[src/rtl/hsc_pkg.sv]
package hsc_pkg;
  localparam int CNT_W       = 4;
  localparam int SEG_W       = 7;
  localparam int NUM_BTN     = 4;
  localparam int SYNC_STAGES = 2;
  // button slot positions in the conditioned vector
  localparam int B_START = 0;
  localparam int B_STOP  = 1;
  localparam int B_STEP  = 2;
  localparam int B_CLEAR = 3;
endpackage

[src/rtl/btn_edge.sv]
module btn_edge #(
  parameter int N      = 4,
  parameter int STAGES = 2
) (
  input  logic         clk_i,
  input  logic         rst_ni,
  input  logic [N-1:0] raw_i,
  output logic [N-1:0] pulse_o
);
  logic [N-1:0] stg_q [STAGES];
  logic [N-1:0] prev_q;

  always_ff @(posedge clk_i or negedge rst_ni) begin
    if (!rst_ni) stg_q[0] <= '0;
    else         stg_q[0] <= raw_i;
  end

  for (genvar s = 1; s < STAGES; s++) begin : g_sync
    always_ff @(posedge clk_i or negedge rst_ni) begin
      if (!rst_ni) stg_q[s] <= '0;
      else         stg_q[s] <= stg_q[s-1];
    end
  end

  always_ff @(posedge clk_i or negedge rst_ni) begin
    if (!rst_ni) prev_q <= '0;
    else         prev_q <= stg_q[STAGES-1];
  end

  assign pulse_o = stg_q[STAGES-1] & ~prev_q;

  for (genvar b = 0; b < N; b++) begin : g_chk
    a_r1_single_pulse: assert property (@(posedge clk_i) disable iff (!rst_ni)
      pulse_o[b] |=> !pulse_o[b]);
  end
endmodule

[src/rtl/run_ctrl.sv]
module run_ctrl (
  input  logic clk_i,
  input  logic rst_ni,
  input  logic start_i,
  input  logic stop_i,
  input  logic clear_i,
  output logic run_o
);
  logic run_q;

  always_ff @(posedge clk_i or negedge rst_ni) begin
    if (!rst_ni)      run_q <= 1'b0;
    else if (clear_i) run_q <= 1'b0;
    else if (stop_i)  run_q <= 1'b0;
    else if (start_i) run_q <= 1'b1;
  end

  assign run_o = run_q;

  a_r3_start_runs: assert property (@(posedge clk_i) disable iff (!rst_ni)
    (start_i && !stop_i && !clear_i) |=> run_o);
  a_r4_stop_wins: assert property (@(posedge clk_i) disable iff (!rst_ni)
    stop_i |=> !run_o);
  a_r6_clear_stops: assert property (@(posedge clk_i) disable iff (!rst_ni)
    clear_i |=> !run_o);
endmodule

[src/rtl/step_counter.sv]
module step_counter #(
  parameter int W = 4
) (
  input  logic         clk_i,
  input  logic         rst_ni,
  input  logic         clear_i,
  input  logic         step_i,
  input  logic         run_i,
  input  logic         tick_i,
  output logic [W-1:0] count_o,
  output logic         term_o
);
  localparam logic [W-1:0] MAX = {W{1'b1}};

  logic [W-1:0] cnt_q;
  logic         adv;

  // step and tick together still give a single increment
  assign adv = step_i | (run_i & tick_i);

  always_ff @(posedge clk_i or negedge rst_ni) begin
    if (!rst_ni)      cnt_q <= '0;
    else if (clear_i) cnt_q <= '0;
    else if (adv)     cnt_q <= cnt_q + 1'b1;
  end

  assign count_o = cnt_q;
  assign term_o  = (cnt_q == MAX);

  a_r6_clear_zero: assert property (@(posedge clk_i) disable iff (!rst_ni)
    clear_i |=> (count_o == '0));
  a_r5_plus_one: assert property (@(posedge clk_i) disable iff (!rst_ni)
    (!clear_i && (step_i || (run_i && tick_i))) |=> (count_o == W'($past(count_o) + 1'b1)));
  a_r2_hold: assert property (@(posedge clk_i) disable iff (!rst_ni)
    (!clear_i && !step_i && !(run_i && tick_i)) |=> $stable(count_o));
endmodule

[src/rtl/seg_encoder.sv]
module seg_encoder #(
  parameter int W     = 4,
  parameter int SEG_W = 7
) (
  input  logic [W-1:0]     val_i,
  output logic [SEG_W-1:0] seg_no
);
  logic [SEG_W-1:0] lit; // bit0 = a .. bit6 = g, active-high

  always_comb begin
    unique case (val_i[3:0])
      4'h0: lit = 7'h3F;
      4'h1: lit = 7'h06;
      4'h2: lit = 7'h5B;
      4'h3: lit = 7'h4F;
      4'h4: lit = 7'h66;
      4'h5: lit = 7'h6D;
      4'h6: lit = 7'h7D;
      4'h7: lit = 7'h07;
      4'h8: lit = 7'h7F;
      4'h9: lit = 7'h6F;
      4'hA: lit = 7'h77;
      4'hB: lit = 7'h7C;
      4'hC: lit = 7'h39;
      4'hD: lit = 7'h5E;
      4'hE: lit = 7'h79;
      default: lit = 7'h71;
    endcase
  end

  assign seg_no = ~lit;
endmodule

[src/rtl/hex_step_counter.sv]
module hex_step_counter
  import hsc_pkg::*;
(
  input  logic             clk_i,
  input  logic             rst_ni,
  input  logic             tick_i,
  input  logic             btn_start_i,
  input  logic             btn_stop_i,
  input  logic             btn_step_i,
  input  logic             btn_clear_i,
  output logic [CNT_W-1:0] count_o,
  output logic             running_o,
  output logic             term_o,
  output logic [SEG_W-1:0] seg_no,
  output logic             an_no
);
  logic [NUM_BTN-1:0] raw, pulse;

  always_comb begin
    raw          = '0;
    raw[B_START] = btn_start_i;
    raw[B_STOP]  = btn_stop_i;
    raw[B_STEP]  = btn_step_i;
    raw[B_CLEAR] = btn_clear_i;
  end

  btn_edge #(.N(NUM_BTN), .STAGES(SYNC_STAGES)) i_btn_edge (
    .clk_i  (clk_i),
    .rst_ni (rst_ni),
    .raw_i  (raw),
    .pulse_o(pulse)
  );

  run_ctrl i_run_ctrl (
    .clk_i  (clk_i),
    .rst_ni (rst_ni),
    .start_i(pulse[B_START]),
    .stop_i (pulse[B_STOP]),
    .clear_i(pulse[B_CLEAR]),
    .run_o  (running_o)
  );

  step_counter #(.W(CNT_W)) i_step_counter (
    .clk_i  (clk_i),
    .rst_ni (rst_ni),
    .clear_i(pulse[B_CLEAR]),
    .step_i (pulse[B_STEP]),
    .run_i  (running_o),
    .tick_i (tick_i),
    .count_o(count_o),
    .term_o (term_o)
  );

  seg_encoder #(.W(CNT_W), .SEG_W(SEG_W)) i_seg_encoder (
    .val_i (count_o),
    .seg_no(seg_no)
  );

  assign an_no = 1'b0; // single digit always enabled

  a_r8_term_steady: assert property (@(posedge clk_i) disable iff (!rst_ni)
    (term_o && !pulse[B_STEP] && !pulse[B_CLEAR] && !(running_o && tick_i)) |=> term_o);
  a_r7_wrap: assert property (@(posedge clk_i) disable iff (!rst_ni)
    (term_o && !pulse[B_CLEAR] && (pulse[B_STEP] || (running_o && tick_i))) |=> (count_o == '0));
endmodule

[config.mk]
export PLATFORM = sky130hd
export DESIGN_NAME = hex_step_counter
export DESIGN_NICKNAME = d
export VERILOG_FILES = /design/src/rtl/hsc_pkg.sv /design/src/rtl/btn_edge.sv /design/src/rtl/run_ctrl.sv /design/src/rtl/step_counter.sv /design/src/rtl/seg_encoder.sv /design/src/rtl/hex_step_counter.sv
export SDC_FILE = /design/constraint.sdc
export NUM_CORES = 1
export LEC_CHECK = 0
export ABC_AREA = 1
export BUFFER_PORTS_ARGS = -buffer_cell sky130_fd_sc_hd__buf_2
export CORE_AREA = 2 2 42 44
export CTS_CLUSTER_DIAMETER = 80
export DETAILED_ROUTE_END_ITERATION = 10
export DIE_AREA = 0 0 44 46
export PLACE_DENSITY = 0.79
export SETUP_SLACK_MARGIN = 0.5
export SLEW_MARGIN = 20
export SYNTH_ARGS = -nofsm -noshare
export SYNTH_HDL_FRONTEND = slang
export SYNTH_SLANG_ARGS = --single-unit
[constraint.sdc]
create_clock -name clk_i -period 2.2 [get_ports clk_i]
set_input_delay 0.33 -clock clk_i [delete_from_list [all_inputs] [get_ports clk_i]]
set_output_delay 0.33 -clock clk_i [all_outputs]
set_load 0.005 [all_outputs]
== Yosys cells after proc, flatten, opt, wreduce, memory -nomap -nowiden ==
Memories as Yosys holds them, arrays and structs flattened.
Cells that the tools add are included.

* Logic and storage cells: 20
* Bits in read-only memories: 112
* Register bits after elaboration: 17
* Memories kept: 1
* Output and inout bits: 14
* Bits of input ports: 7

* Add/sub/neg operators: 1
* Muxes and demuxes: 5
* Bitwise gates (word level): 5
* Eq/ne operators: 1
* Reductions and logical operators: 2

{| class="wikitable"
|+ Memory list
! name !! depth !! bits a word !! rd ports !! clocked after memory_dff !! wr ports !! line !! text
|-
| (no name shown) || 16 || 7 || 1 || 0 || 0 || seg_encoder.sv:11 || <nowiki>unique case (val_i[3:0])</nowiki>
|}

{| class="wikitable"
|+ Operators with widths
! kind !! number
|-
| 4-bit two-way mux || 2
|-
| 7-bit inverter || 1
|-
| 4-bit by 1-bit adder with 4-bit output, second input constant || 1
|-
| 4-bit bitwise AND || 1
|-
| 4-bit == test, second input constant || 1
|-
| 4-bit inverter || 1
|-
| 1-bit two-way mux || 3
|-
| 3-bit nonzero test || 1
|-
| 2-bit nonzero test || 1
|-
| 1-bit bitwise AND || 1
|-
| 1-bit OR || 1
|}

== Longest topological paths before layout ==
Gate-level depths: netlist of the first run.

* Depth after elaboration: 5
* Depth in mapped cells: 6
* Mapped depth without buffers: 6

== By module ==
Synthesis of the first run repeated with hierarchy kept, for this count alone.

* Cell total of the unflattened synthesis: 105
* Area total of the unflattened synthesis: 892.1 um^2

{| class="wikitable"
|+ By module, submodules not included
! module !! sequential area each (um^2) !! area an instance (um^2) !! instances !! cells each
|-
| btn_edge || 300.3 || 340.3 || 1 || 20
|-
| seg_encoder || 0.0 || 281.5 || 1 || 50
|-
| step_counter || 100.1 || 215.2 || 1 || 27
|-
| run_ctrl || 25.0 || 43.8 || 1 || 6
|-
| hex_step_counter || 0.0 || 11.3 || 1 || 2
|}

== Worst setup path after synthesis of the first run ==
OpenSTA, ideal clock, no wires.

* Path type: register -> output
* From: reg i_step_counter.cnt_q[0], in the netlist i_step_counter.count_o[0]
* To: out seg_no[3]
* Data required time: 1.870 ns
* Arrival time: 1.146 ns
* Stages on the path, launching flop included: 6
* Buffers on the path: 0
* Slack: 0.724 ns
* Cells stage by stage: dfrtp_1 -> inv_1 -> ha_1 -> o21ai_0 -> nand2_1 -> nand2_1

* Word-level cells in the longest chain between the ends: 2

{| class="wikitable"
|+ RTL lines
! item !! line !! text
|-
| from (decl) || step_counter.sv:15 || <nowiki>logic [W-1:0] cnt_q;</nowiki>
|-
| from (signal assigned) || step_counter.sv:24 || <nowiki>else if (adv) cnt_q <= cnt_q + 1'b1;</nowiki>
|-
| memory read 16 x 7 bit || - ||
|-
| 7-bit inverter || seg_encoder.sv:31 || <nowiki>assign seg_no = ~lit;</nowiki>
|-
| to (decl) || hex_step_counter.sv:14 || <nowiki>output logic [SEG_W-1:0] seg_no,</nowiki>
|}

No other way between the ends.

== Worst setup path after layout of the first run ==
* From: reg i_step_counter.cnt_q[1], in the netlist i_step_counter.count_o[1]
* To: out seg_no[1]

The elaborated chain is that of the path after synthesis.

==> impl_metrics.toml, run 1 <==
[critical_path]
path_cells = "inv_4 > ha_4 > nand3_1 > o221ai_2 > buf_2"
worstRegToRegCells = 7
rr_startpoint = "i_step_counter.count_o[0]"
regToRegSetupSlack_ns = 1.01
cp-end-kind = "output pin"
required_ns = 1.87
crit_fanout = 4
crit_buf_inv = 2
slowest_stage = "dfrtp_2"
rr_endpoint = "i_step_counter.count_o[3]"
critPathLaunchType = "flip-flop"
critPathMaxStageDelay_ns = 0.47
crit_type = "flip-flop to output pin"
crit_family = "flip-flops"
arrival_ns = 1.42

[global_route]
grt_max_degree = 18
antenna_found_initial = 0
grtUsageTotal = 0.205
grt_pass1_wl_mm = 2.89
grt_pass1_vias = 665
grt.overflow.total = 0

[min_path]
worstHoldEndpoint = "i_btn_edge.stg_q[4]"
hold_depth = 1
min_from = "btn_start_i"
hp-class = "input pin to flip-flop"

[sta]
setup_ws_ns = 0.453
slew_viol_final = 0
rsz0062_at_grt = "true"
hold_viol = 0
fmax_mhz = 572
finClkSkew_ns = 0.0134
setup_tns_ns = 0
period_share = 0.794
period_minus_slack_ns = 1.75
setup-violations-final = 0
hold_slack_ns = 0.141

[route]
antenna_left = 0
drt-initial-drc-count = 15
drc = 0
wl_per_cell_um = 13.0
first_pass_iters = 4
wl_mm = 1.72
via_per_inst = 5.08
vias = 670

[final_layout]
area_growth_syn_to_layout_pct = 30.4
fin_cells = 132
nets = 129
final_common_cell = "nand2_1"
utilization = 0.661
antennaDiodeCount = 0
final_layout_size_suffix_gt1_frac = 0.435
final_cell_mix = "nand2_1, buf_2, dfrtp_1, nor2_1, inv_1"
final_area_um2 = 1070

[run_status]
status = "complete, no violations"

[floorplanning]
top_level_ports = 21
die_height_um = 46
initial_core_util = 0.507
fp-row-count = 15
fp.dieW_um = 44
die_area_um2 = 2020
core_area_um2 = 1610

[clock_network]
clock_path_buffers = 2
worstSkewPairLatency_ns = 0.29
root_buffer = "clkbuf_4"
htree_levels = 1
cts_tree = "yes"
cts_buffers = 3
path_clk_slew_ns = 0.10
clock-sinks = 17

[pwr]
leakage_nw = 0.534
p_per_area_nw_per_um2 = 794
power_mw = 0.848
ir_drop_mv = 0.512

[synth]
synth.distinct_cells = 19
ys_warn_count = 0
synthesis.nets = 102
ys_top_cells_by_area = "dfrtp_1, nand2_1, ha_1"
ys_seq_elements = 17
synth-seq-area-share = 0.520
synth_cells = 89
synth_area_um2 = 818
synth_top_area_share = 0.520
yosysTopAreaCell = "dfrtp_1"
synth.avg_cell_area_um2 = 9.19

[placed_design]
portBuffers = 19
placed_area_um2 = 908
gp_congestion = 0.816
dp_hpwl_mm = 1.19
dp_worst_setup_slack_ns = 0.521
dp.cells = 122

[job]
drv_cap = 0
==> cell usage after synthesis <==
cell,count
nand2_1,23
dfrtp_1,17
inv_1,9
nor2_1,7
ha_1,6
nand3_1,5
o21ai_0,5
a21oi_1,3
o21ai_1,3
buf_4,2
a21oi_2,1
buf_6,1
conb_1,1
inv_6,1
nand2_2,1
nand2_4,1
nor2_4,1
o221ai_1,1
o22ai_1,1
==> worst max path at each step <==
stage / from / endpoint / slack, ns / depth (start not counted)
floorplan: i_step_counter.count_o[0] / seg_no[3] / 0.72 / 5
global placement: i_step_counter.count_o[0] / seg_no[3] / 0.62 / 6
detailed placement: i_step_counter.count_o[0] / seg_no[3] / 0.52 / 6
CTS: i_step_counter.count_o[0] / seg_no[6] / 0.46 / 6
global route: i_step_counter.count_o[0] / seg_no[5] / 0.37 / 6
finish: i_step_counter.count_o[1] / seg_no[1] / 0.45 / 5
==> layer usage <==
| layer | GRT usage | vias up | share of wire |
|---|---|---|---|
| met1 | 0.216 | 316 | 0.38 |
| met3 | 0.0476 | 6 | 0.030 |
| met2 | 0.376 | 15 | 0.57 |
| met5 | 0 | - | 0 |
| met4 | 0.109 | 0 | 0.018 |
| li1 | - | 333 | - |
==> power breakdown <==
| group | total (mW) | switching [mW] | internal, mW |
|---|---|---|---|
| clock network | 0.159 | 0.0917 | 0.0674 |
| logic | 0.314 | 0.165 | 0.149 |
| registers | 0.374 | 0.0358 | 0.338 |
==> repair_timing <==
| item | CTS | global route |
|---|---|---|
| endpoints found under the hold margin | 17 | 0 |
| cloned | 0 | 0 |
| hold buffers | 1 | 0 |
| endpoints found under the setup margin | 7 | 7 |
| pin swaps | 3 | 4 |
| gates resized for setup | 24 | 2 |
| setup buffers | 4 | 1 |
==> cell families after synthesis <==
| logic type | after synthesis | synth area share |
|---|---|---|
| AOI/OAI and AO/OA | 14 | 0.0963 |
| DFF | 17 | 0.520 |
| other | 1 | 0.00458 |
| buffers and inverters | 13 | 0.0841 |
| adders and majority gates | 6 | 0.0917 |
| and+or+nand+nor | 38 | 0.203 |
==> area by class of cell <==
| class | count | area [um2] |
|---|---|---|
| fillers | 139 | 547 |
| flip-flops and latches | 17 | 430 |
| multi-input cells | 59 | 390 |
| repair buffers | 25 | 150 |
| inverters | 10 | 47.5 |
| clock buffers | 3 | 22.5 |
| well taps | 17 | 21.3 |
| clock inverters | 1 | 5.00 |
==> state kept, by name (all words and copies together) (netlist names) <==
signal / count
i_btn_edge.prev_q: 4
i_btn_edge.stg_q: 8
i_run_ctrl.run_o: 1
i_step_counter.count_o: 4
No activity file was read; power rests on OpenSTA's default activity.
==> inputs of run 2 (changes only) <==
--- a/config.mk
+++ b/config.mk
@@ -7,11 +7,11 @@
 export LEC_CHECK = 0
 export ABC_AREA = 1
 export BUFFER_PORTS_ARGS = -buffer_cell sky130_fd_sc_hd__buf_2
-export CORE_AREA = 2 2 42 44
+export CORE_AREA = 2 2 46 48
 export CTS_CLUSTER_DIAMETER = 80
 export DETAILED_ROUTE_END_ITERATION = 10
-export DIE_AREA = 0 0 44 46
-export PLACE_DENSITY = 0.79
+export DIE_AREA = 0 0 48 50
+export PLACE_DENSITY = 0.7
 export SETUP_SLACK_MARGIN = 0.5
 export SLEW_MARGIN = 20
 export SYNTH_ARGS = -nofsm -noshare
==> constraint.sdc (replaced) <==
create_clock -name clk_i -period 1.5 [get_ports clk_i]
set_input_delay 0.225 -clock clk_i [delete_from_list [all_inputs] [get_ports clk_i]]
set_output_delay 0.225 -clock clk_i [all_outputs]
set_load 0.005 [all_outputs]
==> impl_metrics.toml, run 2 (same netlist as run 1, synthesis figures left out) <==
[floorplanning]
die_height_um = 50
die_area_um2 = 2400
core_area_um2 = 1900
fp-row-count = 16
initial_core_util = 0.430
fp.dieW_um = 48
top_level_ports = 21

[sta]
setup_ws_ns = -0.173
period_minus_slack_ns = 1.67
setup_tns_ns = -1.07
finClkSkew_ns = 0.00448
fmax_mhz = 598
slew_viol_final = 0
period_share = 1.12
rsz0062_at_grt = "true"
setup-violations-final = 8
hold_slack_ns = 0.0443
hold_viol = 0

[global_route]
grt_pass1_wl_mm = 2.63
antenna_found_initial = 0
grt_pass1_vias = 640
grt_max_degree = 18
grt.overflow.total = 0
grtUsageTotal = 0.155

[critical_path]
crit_fanout = 6
cp-end-kind = "output pin"
required_ns = 1.27
crit_type = "flip-flop to output pin"
arrival_ns = 1.45
critPathLaunchType = "flip-flop"
regToRegSetupSlack_ns = 0.24

[route]
drt-initial-drc-count = 7
first_pass_iters = 4
wl_mm = 1.63
wl_per_cell_um = 10.9
antenna_left = 0
vias = 684
drc = 0
via_per_inst = 4.59

[clock_network]
path_clk_slew_ns = 0.10
worstSkewPairLatency_ns = 0.28
root_buffer = "clkbuf_4"
cts_tree = "yes"
clock_path_buffers = 2
cts_buffers = 3
clock-sinks = 17
htree_levels = 1

[placed_design]
portBuffers = 19
dp_hpwl_mm = 1.01
gp_congestion = 0.886
dp.cells = 132

[final_layout]
largest_register = "i_btn_edge.stg_q"
final_common_cell = "nand2_1"
largest_reg_flops = 8
fin_cells = 149
final_cell_mix = "nand2_1, buf_2, dfrtp_1, buf_6, buf_4"
nets = 136
antennaDiodeCount = 0
area_growth_syn_to_layout_pct = 42.8
final_layout_size_suffix_gt1_frac = 0.508

[pwr]
ir_drop_mv = 0.751
p_per_area_nw_per_um2 = 1130
leakage_nw = 0.574

[min_path]
hp-class = "input pin to flip-flop"

[run_status]
violations = "negative setup slack"
status = "complete, but fails checks"

[job]
drv_cap = 0
[run 2: through the flow]
step / total power [mW] / area (um2) / setup slack, ns / utilization
finish: 1.32 / 1170 / -0.173 / 0.614
global route: 1.43 / 1170 / -0.282 / 0.614
floorplan: 0.766 / 838 / 0.291 / -
CTS: 1.24 / 1100 / -0.156 / 0.577
detailed placement: 0.894 / 941 / 0.0553 / 0.495
global placement: 0.885 / 941 / 0.0748 / 0.495
[run 2: repair_timing]
| item | CTS | global route |
|---|---|---|
| hold buffers | 1 | 0 |
| pin swaps | 11 | 4 |
| endpoints found under the hold margin | 17 | 0 |
| buffers inserted | 9 | 3 |
| setup endpoints to repair | 16 | 17 |
| gates resized for setup | 15 | 15 |
[run 2: area by class of cell]
class | instances | area, um2
fillers | 159 | 733
well taps | 27 | 33.8
multi-input cells | 59 | 403
flip-flops and latches | 17 | 430
inverters | 10 | 50.0
repair buffers | 32 | 224
clock inverters | 1 | 5.00
clock buffers | 3 | 22.5
[run 2: per-layer routing]
layer  GRT usage  wire, um  up-vias
li1            -         -      347
met1       0.189       648      319
met2       0.247       904       16
met3      0.0403        62        2
met4      0.0676        12        0
met5           0         0        -
[run 2: worst paths after layout]
path | startpoint | cells after the start | to
setup / recovery | i_step_counter.count_o[1] | 6 | seg_no[3]
hold reg to reg | i_btn_edge.stg_q[7] | 0 | i_btn_edge.stg_q[3]
setup reg to reg | i_step_counter.count_o[1] | 6 | i_step_counter.count_o[1]
min in group asynchronous | rst_ni | 2 | i_btn_edge.prev_q[3]
max in group asynchronous | rst_ni | 2 | i_step_counter.count_o[2]
hold / removal | btn_stop_i | 1 | i_btn_edge.stg_q[5]
[run 2: power by group]
part	internal (mW)	total (mW)	switching, mW
clock	0.0988	0.233	0.134
combinational	0.278	0.536	0.259
sequential	0.496	0.549	0.0528
total	0.873	1.32	0.446
[run 2: critical path: stages, from the launching register on]
cell and delay (ns):
dfrtp_2 0.49, inv_4 0.11, ha_4 0.22, o21ai_2 0.12, nand2_1 0.07, nand2_1 0.06, buf_2 0.10
